**config.mk**
```make
export PLATFORM = sky130hd
export DESIGN_NAME = reply_history_buf
export DESIGN_NICKNAME = d
export VERILOG_FILES = /design/src/rtl/rhb_pkg.sv /design/src/rtl/rhb_capture.sv /design/src/rtl/rhb_order.sv /design/src/rtl/rhb_store.sv /design/src/rtl/rhb_replay.sv /design/src/rtl/reply_history_buf.sv
export SDC_FILE = /design/constraint.sdc
export NUM_CORES = 2
export LEC_CHECK = 0
export BUFFER_PORTS_ARGS = -buffer_cell sky130_fd_sc_hd__buf_4
export CAP_MARGIN = 20
export CORE_MARGIN = 2
export CORE_UTILIZATION = 67
export DETAILED_ROUTE_END_ITERATION = 10
export HOLD_SLACK_MARGIN = 0.12
export PLACE_DENSITY = 0.81
export RECOVER_POWER = 50
export SLEW_MARGIN = 20
export SYNTH_ARGS = -nofsm -noshare
export SYNTH_HDL_FRONTEND = slang
export SYNTH_SLANG_ARGS = --single-unit
```
**constraint.sdc**
```tcl
create_clock -name clk -period 9.6 [get_ports clk]
set_clock_uncertainty 0.1 [all_clocks]
set_input_delay 1.44 -clock clk [delete_from_list [all_inputs] [get_ports clk]]
set_output_delay 1.44 -clock clk [all_outputs]
set_load 0.02 [all_outputs]
```
**src/rtl/rhb_pkg.sv**
```systemverilog
package rhb_pkg;

  typedef enum logic {
    RP_IDLE = 1'b0,
    RP_PLAY = 1'b1
  } replay_state_e;

  localparam logic [3:0] TRACE_RESEND = 4'd4;

  // a finished reply is kept only for control packets that carried words and fit
  function automatic logic keep_reply(input logic is_ctrl, input logic nonempty,
                                      input logic overflowed);
    return is_ctrl && nonempty && !overflowed;
  endfunction

  // true when a zero-based position is the final one of a run of len items
  function automatic logic is_final(input int pos, input int len);
    return (pos + 1) == len;
  endfunction

endpackage

```
**src/rtl/rhb_capture.sv**
```systemverilog
module rhb_capture #(
  parameter int MAXW = 16,
  parameter int LW   = 5,
  parameter int AW   = 4
) (
  input  logic          clk,
  input  logic          rst_n,
  input  logic          cap_valid,
  input  logic          cap_done,
  input  logic          cap_ctrl,
  output logic          wr_en,
  output logic [AW-1:0] wr_addr,
  output logic          commit_ev,
  output logic          drop_ev,
  output logic [LW-1:0] commit_len
);
  logic [LW-1:0] cnt;
  logic          ovf;
  logic          word_in;

  assign word_in    = cap_valid && !cap_done;
  assign wr_en      = word_in && !ovf && (cnt < LW'(MAXW));
  assign wr_addr    = cnt[AW-1:0];
  assign commit_ev  = cap_done && rhb_pkg::keep_reply(cap_ctrl, cnt != '0, ovf);
  assign drop_ev    = cap_done && !commit_ev;
  assign commit_len = cnt;

  always_ff @(posedge clk) begin
    if (!rst_n) begin
      cnt <= '0;
      ovf <= 1'b0;
    end else if (cap_done) begin
      cnt <= '0;
      ovf <= 1'b0;
    end else if (word_in) begin
      if (cnt == LW'(MAXW)) ovf <= 1'b1;
      else                  cnt <= cnt + 1'b1;
    end
  end
endmodule

```
**src/rtl/rhb_order.sv**
```systemverilog
module rhb_order #(
  parameter int DEPTH = 4,
  parameter int IDW   = 16,
  parameter int LW    = 5,
  parameter int PW    = 3
) (
  input  logic           clk,
  input  logic           rst_n,
  input  logic           commit_ev,
  input  logic [LW-1:0]  commit_len,
  input  logic [IDW-1:0] commit_tag,
  input  logic [IDW-1:0] look_id,
  output logic [PW-1:0]  scratch_phys,
  output logic           hit,
  output logic [PW-1:0]  hit_phys,
  output logic [LW-1:0]  hit_len
);
  localparam int QW = (DEPTH > 1) ? $clog2(DEPTH) : 1;

  // position 0 is the newest entry, DEPTH-1 the oldest
  logic [PW-1:0]  ord   [DEPTH];
  logic [IDW-1:0] tag   [DEPTH];
  logic [LW-1:0]  len_q [DEPTH];
  logic [DEPTH-1:0] vld;
  logic [PW-1:0]  spare;
  logic [QW-1:0]  pick;

  always_ff @(posedge clk) begin
    if (!rst_n) begin
      for (int i = 0; i < DEPTH; i++) begin
        ord[i]   <= PW'(i);
        tag[i]   <= '0;
        len_q[i] <= '0;
      end
      vld   <= '0;
      spare <= PW'(DEPTH);
    end else if (commit_ev) begin
      for (int i = DEPTH - 1; i > 0; i--) begin
        ord[i]   <= ord[i-1];
        tag[i]   <= tag[i-1];
        len_q[i] <= len_q[i-1];
      end
      ord[0]   <= spare;
      tag[0]   <= commit_tag;
      len_q[0] <= commit_len;
      vld      <= {vld[DEPTH-2:0], 1'b1};
      spare    <= ord[DEPTH-1];
    end
  end

  // newest-first search: lower positions overwrite higher ones
  always_comb begin
    hit  = 1'b0;
    pick = '0;
    for (int i = DEPTH - 1; i >= 0; i--) begin
      if (vld[i] && (tag[i] == look_id)) begin
        hit  = 1'b1;
        pick = QW'(i);
      end
    end
  end

  assign scratch_phys = spare;
  assign hit_phys     = ord[pick];
  assign hit_len      = len_q[pick];
endmodule

```
**src/rtl/rhb_store.sv**
```systemverilog
module rhb_store #(
  parameter int PHYS = 5,
  parameter int MAXW = 16,
  parameter int DW   = 32,
  parameter int PW   = 3,
  parameter int AW   = 4
) (
  input  logic          clk,
  input  logic          wr_en,
  input  logic [PW-1:0] wr_phys,
  input  logic [AW-1:0] wr_addr,
  input  logic [DW-1:0] wr_data,
  input  logic [PW-1:0] rd_phys,
  input  logic [AW-1:0] rd_addr,
  output logic [DW-1:0] rd_data
);
  logic [DW-1:0] slot_q [PHYS];

  for (genvar g = 0; g < PHYS; g++) begin : g_slot
    logic [DW-1:0] words [MAXW];
    always_ff @(posedge clk) begin
      if (wr_en && (wr_phys == PW'(g))) words[wr_addr] <= wr_data;
    end
    assign slot_q[g] = words[rd_addr];
  end

  always_comb begin
    rd_data = slot_q[0];
    for (int i = 1; i < PHYS; i++) begin
      if (rd_phys == PW'(i)) rd_data = slot_q[i];
    end
  end
endmodule

```
**src/rtl/rhb_replay.sv**
```systemverilog
module rhb_replay #(
  parameter int LW = 5,
  parameter int AW = 4,
  parameter int PW = 3
) (
  input  logic          clk,
  input  logic          rst_n,
  input  logic          req,
  input  logic          hit,
  input  logic [PW-1:0] hit_phys,
  input  logic [LW-1:0] hit_len,
  output logic [PW-1:0] rd_phys,
  output logic [AW-1:0] rd_addr,
  output logic          busy,
  output logic          last,
  output logic          accept_ev
);
  rhb_pkg::replay_state_e st;
  logic [LW-1:0] idx;
  logic [LW-1:0] len;
  logic [PW-1:0] slot;

  assign busy      = (st == rhb_pkg::RP_PLAY);
  assign accept_ev = req && !busy && hit;
  assign last      = busy && rhb_pkg::is_final(int'(idx), int'(len));
  assign rd_phys   = slot;
  assign rd_addr   = idx[AW-1:0];

  always_ff @(posedge clk) begin
    if (!rst_n) begin
      st   <= rhb_pkg::RP_IDLE;
      idx  <= '0;
      len  <= '0;
      slot <= '0;
    end else if (accept_ev) begin
      st   <= rhb_pkg::RP_PLAY;
      idx  <= '0;
      len  <= hit_len;
      slot <= hit_phys;
    end else if (busy) begin
      if (last) st <= rhb_pkg::RP_IDLE;
      else      idx <= idx + 1'b1;
    end
  end
endmodule

```
**src/rtl/reply_history_buf.sv**
```systemverilog
module reply_history_buf #(
  parameter int DEPTH     = 4,
  parameter int MAX_WORDS = 16,
  parameter int DW        = 32,
  parameter int IDW       = 16
) (
  input  logic           clk,
  input  logic           rst_n,
  input  logic           cap_valid,
  input  logic [DW-1:0]  cap_data,
  input  logic           cap_done,
  input  logic           cap_ctrl,
  input  logic [IDW-1:0] cap_id,
  input  logic           rs_req,
  input  logic [IDW-1:0] rs_id,
  output logic           rp_valid,
  output logic [DW-1:0]  rp_data,
  output logic           rp_last,
  output logic           trc_valid,
  output logic [3:0]     trc_code
);
  localparam int PHYS = DEPTH + 1;
  localparam int PW   = $clog2(PHYS);
  localparam int LW   = $clog2(MAX_WORDS + 1);
  localparam int AW   = (MAX_WORDS > 1) ? $clog2(MAX_WORDS) : 1;

  logic          wr_en;
  logic [AW-1:0] wr_addr;
  logic          commit_ev;
  logic          drop_ev;
  logic [LW-1:0] commit_len;
  logic [PW-1:0] scratch_phys;
  logic          hit;
  logic [PW-1:0] hit_phys;
  logic [LW-1:0] hit_len;
  logic [PW-1:0] rd_phys;
  logic [AW-1:0] rd_addr;
  logic          busy;
  logic          accept_ev;

  rhb_capture #(.MAXW(MAX_WORDS), .LW(LW), .AW(AW)) u_cap (
    .clk(clk), .rst_n(rst_n), .cap_valid(cap_valid), .cap_done(cap_done),
    .cap_ctrl(cap_ctrl), .wr_en(wr_en), .wr_addr(wr_addr),
    .commit_ev(commit_ev), .drop_ev(drop_ev), .commit_len(commit_len)
  );

  rhb_order #(.DEPTH(DEPTH), .IDW(IDW), .LW(LW), .PW(PW)) u_ord (
    .clk(clk), .rst_n(rst_n), .commit_ev(commit_ev), .commit_len(commit_len),
    .commit_tag(cap_id), .look_id(rs_id), .scratch_phys(scratch_phys),
    .hit(hit), .hit_phys(hit_phys), .hit_len(hit_len)
  );

  rhb_store #(.PHYS(PHYS), .MAXW(MAX_WORDS), .DW(DW), .PW(PW), .AW(AW)) u_mem (
    .clk(clk), .wr_en(wr_en), .wr_phys(scratch_phys), .wr_addr(wr_addr),
    .wr_data(cap_data), .rd_phys(rd_phys), .rd_addr(rd_addr), .rd_data(rp_data)
  );

  rhb_replay #(.LW(LW), .AW(AW), .PW(PW)) u_rep (
    .clk(clk), .rst_n(rst_n), .req(rs_req), .hit(hit), .hit_phys(hit_phys),
    .hit_len(hit_len), .rd_phys(rd_phys), .rd_addr(rd_addr), .busy(busy),
    .last(rp_last), .accept_ev(accept_ev)
  );

  assign rp_valid = busy;

  always_ff @(posedge clk) begin
    if (!rst_n) begin
      trc_valid <= 1'b0;
      trc_code  <= 4'd0;
    end else begin
      trc_valid <= rs_req;
      trc_code  <= rs_req ? rhb_pkg::TRACE_RESEND : 4'd0;
    end
  end
endmodule

```
==> results.txt <==
----------------------------------------------------
[Status]
  Run status ... complete, but fails checks
  Violated checks ... capacitance limit, slew limit

[Critical path]
  Critical path fanouts, max ... 30
  Worst Setup End Kind ... primary output
  Required @ worst endpoint ... about 8 ns
  Category of the worst setup path launch point ... flop
  Worst endpoint data arrival time ... ~5.5 ns
  Critical Setup Path Class ... reg -> out

[Power and ir drop]
  Fraction of power consumed by combinational cells ... 1.3%
  Reported leakage power ... between 30 and 40 nW
  Power share of the clock group ... a little over two fifths
  Switch Pwr ... 4.65 mW
  Switching Share ... between 10% and 20%
  Proportion of power drawn by flip-flops and latches ... 55.5%
  PD cells ... around 200 mW/mm²
  Int Power ... between 15 and 20 mW
  Max rail drop VDD ... between 0.00015 and 0.0002 V

[STA]
  Endpoints failing setup ... 0
  Time the worst path needs with I/O delays and setup ... between 6 and 7 ns
  Final TNS setup ... 0 ns
  Least setup slack across all paths after layout ... 2.61 ns
  Slew at the pin closest to its max-slew limit ... approximately 4.3 ns
  Unrepaired setup endpoints after global routing ... no
  Max-slew violation count ... approximately 3000
  Final Cycle Share ... between 70 and 80%
  Achievable clock frequency ... ~140 MHz
  Slew margin rel. ... -190%
  Count of final hold-check violations ... 0

[Finish]
  Post-layout net count ... between 4000 and 5000
  Layout cells sized above 1 ... between 20 and 30%
  Most frequent cells in the layout ... 2656 x sky130_fd_sc_hd__edfxtp_1, 751 x sky130_fd_sc_hd__mux4_2, 283 x sky130_fd_sc_hd__clkbuf_16
  Most frequent standard cell in the layout excluding fill and tap cells ... sky130_fd_sc_hd__edfxtp_1
  Final non-filler cell total ... 7010
  Syn-to-layout area delta ... 11.5%

[Synth]
  Post-synthesis register bit count ... about 2700
  Share of synthesized area occupied by flip-flops and latches ... 77.6%
  Number of library cell types mapped by synthesis ... 55
  Share of synthesized flip-flops with an asynchronous set or reset ... 0%
  Top_reg_cell synth ... sky130_fd_sc_hd__edfxtp_1
  Number of enable flip-flop cells after synthesis ... about 2700
  Instance count of the mapped netlist ... between 4000 and 5000
  Average size of a mapped cell ... 22.9 µm²
  Yosys warns ... 0
  Netlist area before placement ... between 0.1 and 0.15 mm²

[Clock network]
  Clock transition at the registers of the reported paths ... about 0.060 ns
  CTS resizes ... 0
  CTS tree ... done
  Cts bufs inserted ... approximately 280
  Insertion delay to the later sink of the worst-skew pair ... roughly 0.9 ns
  Number of sinks handled by clock tree synthesis ... 2688
  Number of buffers inserted by post-CTS setup repair ... 0
  Maximum clock path buffer count ... 4
  H-tree depth reported by CTS ... 5
  Hold buffers post-CTS ... 0
  Clock root buffer ... sky130_fd_sc_hd__clkbuf_16

[GRT]
  First-pass GRT wire length ... about 400 mm
  Initial antenna violation count ... 21
  Via count of the first global-routing pass ... roughly 54000
  Pin count of the biggest net entering global routing ... around 130
  Grt total ovfl ... 0
  Combined global-route utilization of all metal layers ... a little under two fifths

[Detailed routing]
  Post-route ant nets ... 0
  Vias per cell ... 7.70
  Wire length after detailed routing ... between 200 and 300 mm
  Mean routed wirelength per cell ... 42.1 µm
  Initial DRT Pass Iterations ... 8
  Final routed DRC violation total ... 0
  DR iter-0 viols ... around 9100
  Count of vias placed by the detailed router ... roughly 54000

[Placement]
  Total half-perimeter wirelength after legalization and detailed placement ... 140 mm
  Worst-case setup slack after placement ... roughly 3.8 ns
  Number of buffers added on ports ... 105
  Placed cell count ... around 6500
  Routability congestion estimate ... about 0.9

[Die]
  Number of top-level pins ... around 110
  DIE AREA ... about 0.16 mm²
  Initial core utilization ... 67.4%
  Die Wd ... around 400 µm
  Vertical die dimension ... roughly 400 µm
  Core box area ... between 0.15 and 0.2 mm²
  Number of standard-cell rows in the floorplan ... around 140

[Run]
  MaxCap Viol Count ... a little over 40

[Worst hold path]
  Type of the most critical hold path ... reg -> reg

----------------------------------------------------
synthesized netlist by cell type, drive strengths merged (9+ instances only):
library cell / n / area share (%)
o2111ai: 11 / 0.093
a221oi: 14 / 0.12
o22ai: 15 / 0.091
nand4: 11 / 0.066
and3: 95 / 0.57
xnor2: 59 / 0.50
a21o: 16 / 0.12
nand3: 41 / 0.20
a21boi: 9 / 0.065
nor2b: 23 / 0.14
xor2: 17 / 0.14
nand2: 99 / 0.36
mux2i: 46 / 0.44
a22oi: 35 / 0.25
buf: 144 / 0.78
nor3b: 10 / 0.072
o211ai: 12 / 0.087
mux4: 751 / 16
nor2: 133 / 0.48
o21ai: 23 / 0.11
a21oi: 59 / 0.28
nand2b: 24 / 0.14
o221ai: 10 / 0.084
edfxtp: 2656 / 77
dfxtp: 32 / 0.62
clkbuf: 114 / 0.41
per-stage QoR:
| stage | power, mW | util, % | instance area, µm² | hold WS, ns |
|---|---|---|---|---|
| finish | 23.4 | 75.1 | 116000 | 0.388 |
| global route | 23.8 | 75.1 | 116000 | 0.419 |
| CTS | 23.4 | 75.2 | 116000 | 0.391 |
| detailed placement | 13.5 | 69.9 | 108000 | 0.381 |
| global placement | 13.5 | 69.9 | 108000 | 0.375 |
| floorplan | 13.2 | - | 104000 | 0.356 |
power groups by stage:
stage	Sequential, mW	Clock (mW)	Combinational (mW)
global placement	13.2	0	0.276
CTS	12.9	10.1	0.297
detailed placement	13.2	0	0.293
finish	13.0	10.1	0.297
floorplan	13.2	0	0.0660
global route	13.0	10.5	0.314
cell type report:
cell class              count  area [µm²]
well taps                2044        2560
flip-flops and latches   2688       80400
clock inverters           112         813
fillers                  7500       38300
inverters                   7        26.3
multi-input cells        1571       22600
repair buffers            230        1710
clock buffers             347        7410
diodes                     11        27.5
routing by layer:
metal | routed length, µm | global-route usage, %
met3 | 42300 | 11.0
met1 | 93200 | 50.4
met5 | 114 | 0
met4 | 19400 | 20.1
met2 | 140000 | 58.8
final timing paths:
path	cells after the start	slack, ns	start	to
hold / removal	2	0.39	u_rep.len[1]	u_rep.len[1]
setup / recovery	11	2.61	u_rep.rd_phys[0]	rp_data[13]
hold reg to reg	2	0.39	u_rep.len[1]	u_rep.len[1]
setup reg to reg	6	4.71	u_cap.commit_len[4]	u_mem.g_slot[3].words[13][23]
sequential cells by signal (all words and copies together) (netlist names), named ones only:
| name | cells |
|---|---|
| u_rep.idx | 5 |
| u_ord.scratch_phys | 3 |
| u_cap.commit_len | 5 |
| u_ord.ord | 12 |
| u_ord.tag | 64 |
| u_ord.len_q | 20 |
| u_ord.vld | 4 |
| u_rep.busy | 1 |
| trc_code | 1 |
| u_cap.ovf | 1 |
| u_rep.rd_phys | 3 |
| u_mem.g_slot.words | 2560 |
| u_rep.len | 5 |
cells by family after synthesis:
kind of cell	synth area share [%]
flops	77.6
mux	16.8
simple gates	2.21
buf+inv	1.22
compound gates	1.48
xor+xnor	0.642
fa+ha+maj	0.0603
other cells	0.00362
critical path, stage by stage (launching register included):
cell                      delay [ns]
sky130_fd_sc_hd__dfxtp_1        0.32
sky130_fd_sc_hd__buf_4          0.42
sky130_fd_sc_hd__inv_1          0.10
sky130_fd_sc_hd__buf_4          0.25
sky130_fd_sc_hd__nor3_2         0.63
sky130_fd_sc_hd__buf_4          0.52
sky130_fd_sc_hd__mux4_2         0.32
sky130_fd_sc_hd__nor2_1         0.04
sky130_fd_sc_hd__nor4_1         1.08
sky130_fd_sc_hd__a31oi_1        0.09
sky130_fd_sc_hd__o22ai_1        0.50
sky130_fd_sc_hd__buf_4          0.24
Note: power is estimated with default switching activity, not from simulation.
